<file path="config.mk">
export PLATFORM = sky130hd
export DESIGN_NAME = bit_scan_unit
export DESIGN_NICKNAME = d
export VERILOG_FILES = /design/src/rtl/bsu_pkg.sv /design/src/rtl/bsu_front.sv /design/src/rtl/bsu_lowest_one.sv /design/src/rtl/bsu_result.sv /design/src/rtl/bsu_out_stage.sv /design/src/rtl/bit_scan_unit.sv
export SDC_FILE = /design/constraint.sdc
export NUM_CORES = 1
export LEC_CHECK = 0
export BUFFER_PORTS_ARGS = -buffer_cell sky130_fd_sc_hd__buf_2
export CORE_MARGIN = 4
export CORE_UTILIZATION = 50
export DETAILED_ROUTE_END_ITERATION = 12
export PLACE_DENSITY = 0.87
export SYNTH_ARGS = -nofsm -noshare
export SYNTH_HDL_FRONTEND = slang
export SYNTH_HIERARCHICAL = 1
export SYNTH_SLANG_ARGS = --single-unit
</file>
<file path="constraint.sdc">
create_clock -name clk -period 3.86 [get_ports clk]
set_clock_uncertainty 0.15 [all_clocks]
set_input_delay 0.579 -clock clk [delete_from_list [all_inputs] [get_ports clk]]
set_output_delay 0.579 -clock clk [all_outputs]
set_load 0.01 [all_outputs]
</file>
<file path="src/rtl/bsu_pkg.sv">
package bsu_pkg;
  typedef enum logic {
    DIR_LOW_FIRST  = 1'b0,
    DIR_HIGH_FIRST = 1'b1
  } scan_dir_e;
endpackage

</file>
<file path="src/rtl/bsu_front.sv">
// Masks the operand to the selected size and mirrors it for a reverse scan,
// so that one lowest-first finder serves both directions.
module bsu_front #(
  parameter int W  = 32,
  parameter int NW = 16
) (
  input  logic [W-1:0] operand,
  input  logic         size_wide,
  input  logic         scan_rev,
  output logic [W-1:0] scan_vec
);
  logic [W-1:0] masked;
  logic [W-1:0] mirrored;

  assign masked = size_wide ? operand : {{(W-NW){1'b0}}, operand[NW-1:0]};

  for (genvar g = 0; g < W; g++) begin : g_mirror
    assign mirrored[g] = masked[W-1-g];
  end

  assign scan_vec = (scan_rev == bsu_pkg::DIR_HIGH_FIRST) ? mirrored : masked;
endmodule

</file>
<file path="src/rtl/bsu_lowest_one.sv">
// Priority finder: index of the lowest set bit plus a found indication.
module bsu_lowest_one #(
  parameter int W  = 32,
  localparam int IW = $clog2(W)
) (
  input  logic [W-1:0]  vec,
  output logic [IW-1:0] idx,
  output logic          found
);
  always_comb begin
    idx = '0;
    for (int i = W - 1; i >= 0; i--) begin
      if (vec[i]) idx = i[IW-1:0];
    end
  end

  assign found = |vec;
endmodule

</file>
<file path="src/rtl/bsu_result.sv">
// Un-mirrors the index for reverse scans and selects the destination value.
module bsu_result #(
  parameter int W  = 32,
  localparam int IW = $clog2(W)
) (
  input  logic [IW-1:0] idx,
  input  logic          found,
  input  logic          scan_rev,
  input  logic [W-1:0]  prev_dest,
  output logic [W-1:0]  dest,
  output logic          dest_we,
  output logic          zero_flag
);
  localparam logic [IW-1:0] TOP_IDX = IW'(W - 1);

  logic [IW-1:0] pos;

  assign pos       = (scan_rev == bsu_pkg::DIR_HIGH_FIRST) ? (TOP_IDX - idx) : idx;
  assign dest      = found ? {{(W-IW){1'b0}}, pos} : prev_dest;
  assign dest_we   = found;
  assign zero_flag = ~found;
endmodule

</file>
<file path="src/rtl/bsu_out_stage.sv">
// Optional output register; REG_OUT = 0 gives a pass-through.
module bsu_out_stage #(
  parameter int W       = 32,
  parameter bit REG_OUT = 1'b1
) (
  input  logic         clk,
  input  logic         rst,
  input  logic         v_in,
  input  logic [W-1:0] d_in,
  input  logic         we_in,
  input  logic         zf_in,
  output logic         v_out,
  output logic [W-1:0] d_out,
  output logic         we_out,
  output logic         zf_out
);
  if (REG_OUT) begin : g_reg
    always_ff @(posedge clk) begin
      if (rst) begin
        v_out  <= 1'b0;
        d_out  <= '0;
        we_out <= 1'b0;
        zf_out <= 1'b0;
      end else begin
        v_out  <= v_in;
        d_out  <= d_in;
        we_out <= v_in & we_in;
        zf_out <= v_in & zf_in;
      end
    end
  end else begin : g_comb
    logic unused_clk;
    assign unused_clk = clk;
    assign v_out  = v_in & ~rst;
    assign d_out  = rst ? '0 : d_in;
    assign we_out = v_in & we_in & ~rst;
    assign zf_out = v_in & zf_in & ~rst;
  end
endmodule

</file>
<file path="src/rtl/bit_scan_unit.sv">
module bit_scan_unit #(
  parameter int W       = 32,
  parameter int NW      = 16,
  parameter bit REG_OUT = 1'b1,
  localparam int IW     = $clog2(W)
) (
  input  logic         clk,
  input  logic         rst,
  input  logic         in_valid,
  input  logic [W-1:0] operand,
  input  logic         scan_rev,
  input  logic         size_wide,
  input  logic [W-1:0] prev_dest,
  output logic         out_valid,
  output logic [W-1:0] dest,
  output logic         dest_we,
  output logic         zero_flag
);
  logic [W-1:0]  scan_vec;
  logic [IW-1:0] low_idx;
  logic          any_set;
  logic [W-1:0]  res_dest;
  logic          res_we;
  logic          res_zf;

  bsu_front #(.W(W), .NW(NW)) front_i (
    .operand  (operand),
    .size_wide(size_wide),
    .scan_rev (scan_rev),
    .scan_vec (scan_vec)
  );

  bsu_lowest_one #(.W(W)) finder_i (
    .vec  (scan_vec),
    .idx  (low_idx),
    .found(any_set)
  );

  bsu_result #(.W(W)) result_i (
    .idx      (low_idx),
    .found    (any_set),
    .scan_rev (scan_rev),
    .prev_dest(prev_dest),
    .dest     (res_dest),
    .dest_we  (res_we),
    .zero_flag(res_zf)
  );

  bsu_out_stage #(.W(W), .REG_OUT(REG_OUT)) out_i (
    .clk   (clk),
    .rst   (rst),
    .v_in  (in_valid),
    .d_in  (res_dest),
    .we_in (res_we),
    .zf_in (res_zf),
    .v_out (out_valid),
    .d_out (dest),
    .we_out(dest_we),
    .zf_out(zero_flag)
  );
endmodule

</file>
==> flow_summary.json, run 1 <==
{
  "coreArea_um2": 4380,
  "yosysWarnings": 6,
  "start_kind": "input port",
  "critPathBufInv": 2,
  "synth_top_area_frac": 0.308,
  "ys_ff_latch": 35,
  "cts_tree": "done",
  "n_antenna_cell": 0,
  "grt_max_degree": 36,
  "critPathMaxFanout": 31,
  "nNetsFinal": 457,
  "place.detailed.hpwl_um": 4340,
  "postRouteAntennaNets": 0,
  "clock_sinks": 35,
  "fmax_ghz": 0.343,
  "cts_resized": 0,
  "die_x_um": 75.4,
  "post-place-ws_ns": 0.668,
  "viasPerCell": 5.05,
  "syn_area_um2": 2270,
  "ys_top_cells_by_area": "dfxtp_1 31%, nor2b_1 16%, nand2_1 5.8%, buf_6 5.5%, o21ai_2 5.4%",
  "seq_area_frac_synth": 0.308,
  "p_leak_uw": 0.00136,
  "crit_slowest_cell": "buf_2",
  "layout_commonest_cell": "buf_2",
  "synth_area_leader_cell": "dfxtp_1",
  "gp_congestion": 0.905,
  "antenna_found_initial": 0,
  "fin_ws_ns": 0.948,
  "io_pins": 104,
  "fin_crit_ns": 2.91,
  "grt.overflow.total": 0,
  "drc": 0,
  "holdBufCountCts": 0,
  "required_ns": 3.86,
  "total_power_uw": 873,
  "path_cells": "buf_2 > buf_12 > nand2_1 > o21ai_0 > nor3b_1 > nor3_1 > o31ai_1 > o2111ai_1 > a221oi_1 > xnor2_1 > a21oi_1 > nor2b_1",
  "mappedNetlistNets": 362,
  "grt_use_total": 0.192,
  "netlist_instances": 293,
  "drive_gt1_frac": 0.378,
  "ir_drop_uv": 167,
  "critical_path.top_delay_family": "compound AO/OA/AOI/OAI gates",
  "worstMarginPinSlew_ns": 0.628,
  "relSlewSlack": 0.577,
  "hold_class": "input port to flop",
  "cts-root-buf": "clkbuf_8",
  "cts_htree_levels": 2,
  "run_status": "finished, final reports clean",
  "max_stage_delay_ns": 0.45,
  "end_kind": "flop",
  "ys_types": 35,
  "mostFrequentLayoutCells": "103 x buf_2, 58 x nor2b_1, 35 x nand2_1, 35 x dfxtp_1, 23 x inv_1",
  "drt_iter0_markers": 77,
  "wl_per_cell_um": 12.7,
  "first_pass_iters": 5,
  "finalCritPeriodShare": 0.754,
  "clk_path_buf_depth": 2,
  "cp.arrival_ns": 2.91,
  "wirelength_um": 5590,
  "post_cts_buffers": 0,
  "path_class": "input port to flop",
  "drv_cap": 0,
  "hold_viol_final": 0,
  "grt_pass1_vias": 2019,
  "portBuffers": 103,
  "setup_viol": 0,
  "holdWs_ns": 0.402,
  "fp.dieArea_um2": 5690,
  "start_util": 0.518,
  "vias": 2227,
  "rsz0062_at_grt": "no",
  "powerDensity_nw_per_um2": 310,
  "rows": 24,
  "cts_buffers": 5,
  "grt_pass1_wl_um": 8570,
  "cts.clk_slew.worst_paths_ns": 0.07,
  "area_growth_pct": 23.8,
  "drv_slew": 0,
  "fp.dieH_um": 75.4,
  "synth_area_per_cell_um2": 7.75,
  "tns_ns": 0
}
flip-flops by register name (all words and copies together), names as in the netlist:
| signal | cells |
|---|---|
| out_i/we_out | 1 |
| out_i/d_out | 32 |
| out_i/v_out | 1 |
| out_i/zf_out | 1 |
synthesized netlist by cell type:
cell type	n
nor2b_1	58
dfxtp_1	35
nand2_1	35
inv_1	23
nand3_1	17
o21ai_0	16
o21ai_2	14
buf_6	11
nor2_1	11
a21oi_1	8
nor4_1	7
buf_4	6
nor3_1	5
o21ai_1	5
xnor2_1	5
a21oi_2	4
nor2_2	4
o31ai_1	4
and2b_2	3
a2111oi_0	2
and3b_2	2
nor3_2	2
nor3b_1	2
or4_1	2
or4_4	2
a211oi_1	1
a21boi_2	1
a21o_1	1
a221oi_1	1
and2_1	1
buf_12	1
buf_2	1
nand4_1	1
o2111ai_1	1
o21a_1	1
layer usage:
metal	routed length [um]	track usage	vias to the layer above
li1	-	-	1163
met1	2230	0.214	974
met2	2830	0.360	86
met3	465	0.0409	4
met4	59	0.0583	0
met5	0	0	-
kinds of logic (layout without fill, tap and decap cells):
family / Yosys count / after routing / share of synthesized area
AOI/OAI and AO/OA: 59 / 59 / 0.177
DFF: 35 / 35 / 0.308
and+or+nand+nor: 152 / 152 / 0.372
xor gates and xnor gates: 5 / 5 / 0.0193
buffers and inverters: 42 / 138 / 0.123
final timing paths:
path | from | endpoint | slack [ns] | depth (start not counted)
hold / removal | in_valid | out_i/v_out | 0.40 | 2
setup / recovery | scan_rev | out_i/d_out[0] | 0.95 | 12
where the power goes:
part | switching [uW] | total (uW) | internal [uW]
clock network | 129 | 321 | 192
logic | 101 | 183 | 82.1
registers | 1.67 | 369 | 367
through the flow:
stage	util	instance area [um^2]	cells
final	0.642	2810	441
after global routing	0.642	2810	441
after CTS	0.642	2810	441
after detailed placement	0.616	2700	433
after global placement	0.616	2700	433
after floorplan	-	2270	293
final cells by class:
type                    instances  area [um^2]
flip-flops and latches         35          701
multi-input cells             216         1290
clock inverters                 3         43.8
repair buffers                107          558
inverters                      23         86.3
well taps                      52         65.1
clock buffers                   5         68.8
fillers                       363         1570
Note: power is estimated with default switching activity, not from simulation.
==> run 2: changes to the inputs <==
--- a/config.mk
+++ b/config.mk
@@ -7,9 +7,9 @@
 export LEC_CHECK = 0
 export BUFFER_PORTS_ARGS = -buffer_cell sky130_fd_sc_hd__buf_2
 export CORE_MARGIN = 4
-export CORE_UTILIZATION = 50
+export CORE_UTILIZATION = 43
 export DETAILED_ROUTE_END_ITERATION = 12
-export PLACE_DENSITY = 0.87
+export PLACE_DENSITY = 0.79
 export SYNTH_ARGS = -nofsm -noshare
 export SYNTH_HDL_FRONTEND = slang
 export SYNTH_HIERARCHICAL = 1
==> constraint.sdc (replaced) <==
create_clock -name clk -period 2.4 [get_ports clk]
set_clock_uncertainty 0.15 [all_clocks]
set_input_delay 0.36 -clock clk [delete_from_list [all_inputs] [get_ports clk]]
set_output_delay 0.36 -clock clk [all_outputs]
set_load 0.01 [all_outputs]
==> flow_summary.json, run 2 (synthesis results as in run 1) <==
{
  "hold_viol_final": 0,
  "path_cells": "buf_4 > clkbuf_16 > nand3_1 > o21ai_0 > nor3_1 > o21ai_0 > a2111oi_1 > a221oi_2 > xnor2_1 > a21oi_1 > nor2b_1",
  "antenna_found_initial": 0,
  "run_status": "finished, violations left",
  "cts-root-buf": "clkbuf_8",
  "swShare": 0.268,
  "coreArea_um2": 5110,
  "drt_iter0_markers": 139,
  "p_leak_uw": 0.00164,
  "p_sw_uw": 406,
  "io_pins": 104,
  "p_int_uw": 1110,
  "portBuffers": 103,
  "area_growth_pct": 47.5,
  "gp_congestion": 0.850,
  "grt_pass1_wl_um": 9680,
  "grt.overflow.total": 0,
  "required_ns": 2.40,
  "start_kind": "input port",
  "powerDensity_nw_per_um2": 452,
  "fp.dieArea_um2": 6510,
  "clock_sinks": 35,
  "fmax_ghz": 0.409,
  "n_antenna_cell": 0,
  "violations": "setup timing",
  "layout_commonest_cell": "buf_2",
  "clk_path_buf_depth": 2,
  "power.share.sequential": 0.392,
  "postRouteAntennaNets": 0,
  "fin_ws_ns": -0.0435,
  "cts_buffers": 5,
  "grt_use_total": 0.188,
  "end_kind": "flop",
  "fin_crit_ns": 2.44,
  "critPathBufInv": 2,
  "rows": 26,
  "drv_cap": 0,
  "final_core_util": 0.656,
  "holdWs_ns": 0.175,
  "cts.clk_slew.worst_paths_ns": 0.07,
  "top_register": "out_i/d_out",
  "cts_htree_levels": 2,
  "drc": 0,
  "critical_path.top_delay_family": "compound AO/OA/AOI/OAI gates",
  "cp.arrival_ns": 2.44,
  "worstMarginPinSlew_ns": 0.549,
  "start_util": 0.445,
  "finalCritPeriodShare": 1.02,
  "drv_slew": 0,
  "combPwrFrac": 0.266,
  "grt_max_degree": 36,
  "crit_slowest_cell": "a2111oi_1",
  "place.detailed.hpwl_um": 4830,
  "clock_power_share": 0.342,
  "drive_gt1_frac": 0.460,
  "hold_class": "input port to flop",
  "grt_pass1_vias": 2209,
  "fp.dieH_um": 80.7,
  "crit_top_cell": "o21ai_0",
  "nNetsFinal": 501,
  "mostFrequentLayoutCells": "101 x buf_2, 58 x nor2b_1, 40 x buf_4",
  "wl_per_cell_um": 13.0,
  "post-place-ws_ns": -0.341,
  "holdPathStages": 2,
  "n_fill_cell": 418,
  "setup_viol": 1,
  "hold_end": "out_i/v_out",
  "ir_drop_uv": 441,
  "first_pass_iters": 4,
  "critPathMaxFanout": 14,
  "hp-start": "in_valid",
  "wirelength_um": 6520,
  "total_power_uw": 1510,
  "relSlewSlack": 0.630,
  "path_class": "input port to flop",
  "viasPerCell": 4.89,
  "cts_tree": "done",
  "largest_register_ffs": 32,
  "max_stage_delay_ns": 0.54,
  "die_x_um": 80.7,
  "vias": 2459
}
run 2: cell count changes in the layout (fill, tap and decap cells not counted), sizes merged:
cell,delta
buf,+42
clkbuf,+2
run 2: worst max path at each step:
stage	from	to	slack (ns)	depth (start not counted)
2_1_floorplan	scan_rev	out_i/d_out[1]	0.0005	12
4_1_cts	scan_rev	out_i/d_out[0]	0.003	12
5_1_grt	size_wide	out_i/d_out[0]	-0.12	11
3_5_place_dp	scan_rev	out_i/d_out[0]	-0.34	11
6_report	size_wide	out_i/d_out[0]	-0.04	11
3_3_place_gp	scan_rev	out_i/d_out[0]	-0.30	11
run 2: final cells by class:
type | instances | area, um^2 | share of cell area
Multi-Input combinational cell | 216 | 1360 | 0.405
Timing Repair Buffer | 151 | 1010 | 0.300
Sequential cell | 35 | 701 | 0.209
Tap cell | 70 | 87.6 | 0.0261
Inverter | 23 | 86.3 | 0.0258
Clock buffer | 5 | 68.8 | 0.0205
Clock inverter | 3 | 43.8 | 0.0131
run 2: repair_timing:
item / in CTS / in global routing
pin swaps: 3 / 6
hold buffers: 0 / 0
cloned: 2 / 2
endpoints found under the hold margin: 0 / 0
endpoints found under the setup margin: 9 / 34
gates resized for setup: 8 / 20
setup buffers: 1 / 1
run 2: through the flow:
stage,std cells,area [um^2],TNS [ns]
2_1_floorplan,293,2310,0
3_3_place_gp,489,3060,-6.04
3_5_place_dp,489,3060,-8.37
4_1_cts,500,3240,0
5_1_grt,503,3350,-0.119
6_report,503,3350,-0.0435
run 2: per-layer routing:
metal	wire (um)	up-vias	share of wire	GRT usage
li1	-	1257	-	-
met2	3470	100	0.53	0.372
met4	123	0	0.019	0.0473
met1	2420	1086	0.37	0.203
met3	504	16	0.077	0.0303
met5	0	-	0	0
run 2: power groups by stage:
stage | Sequential, uW | Clock [uW] | Combinational [uW]
floorplan | 611 | 0 | 202
detailed placement | 606 | 0 | 364
global route | 594 | 545 | 442
finish | 593 | 518 | 403
CTS | 593 | 521 | 380
global placement | 606 | 0 | 355
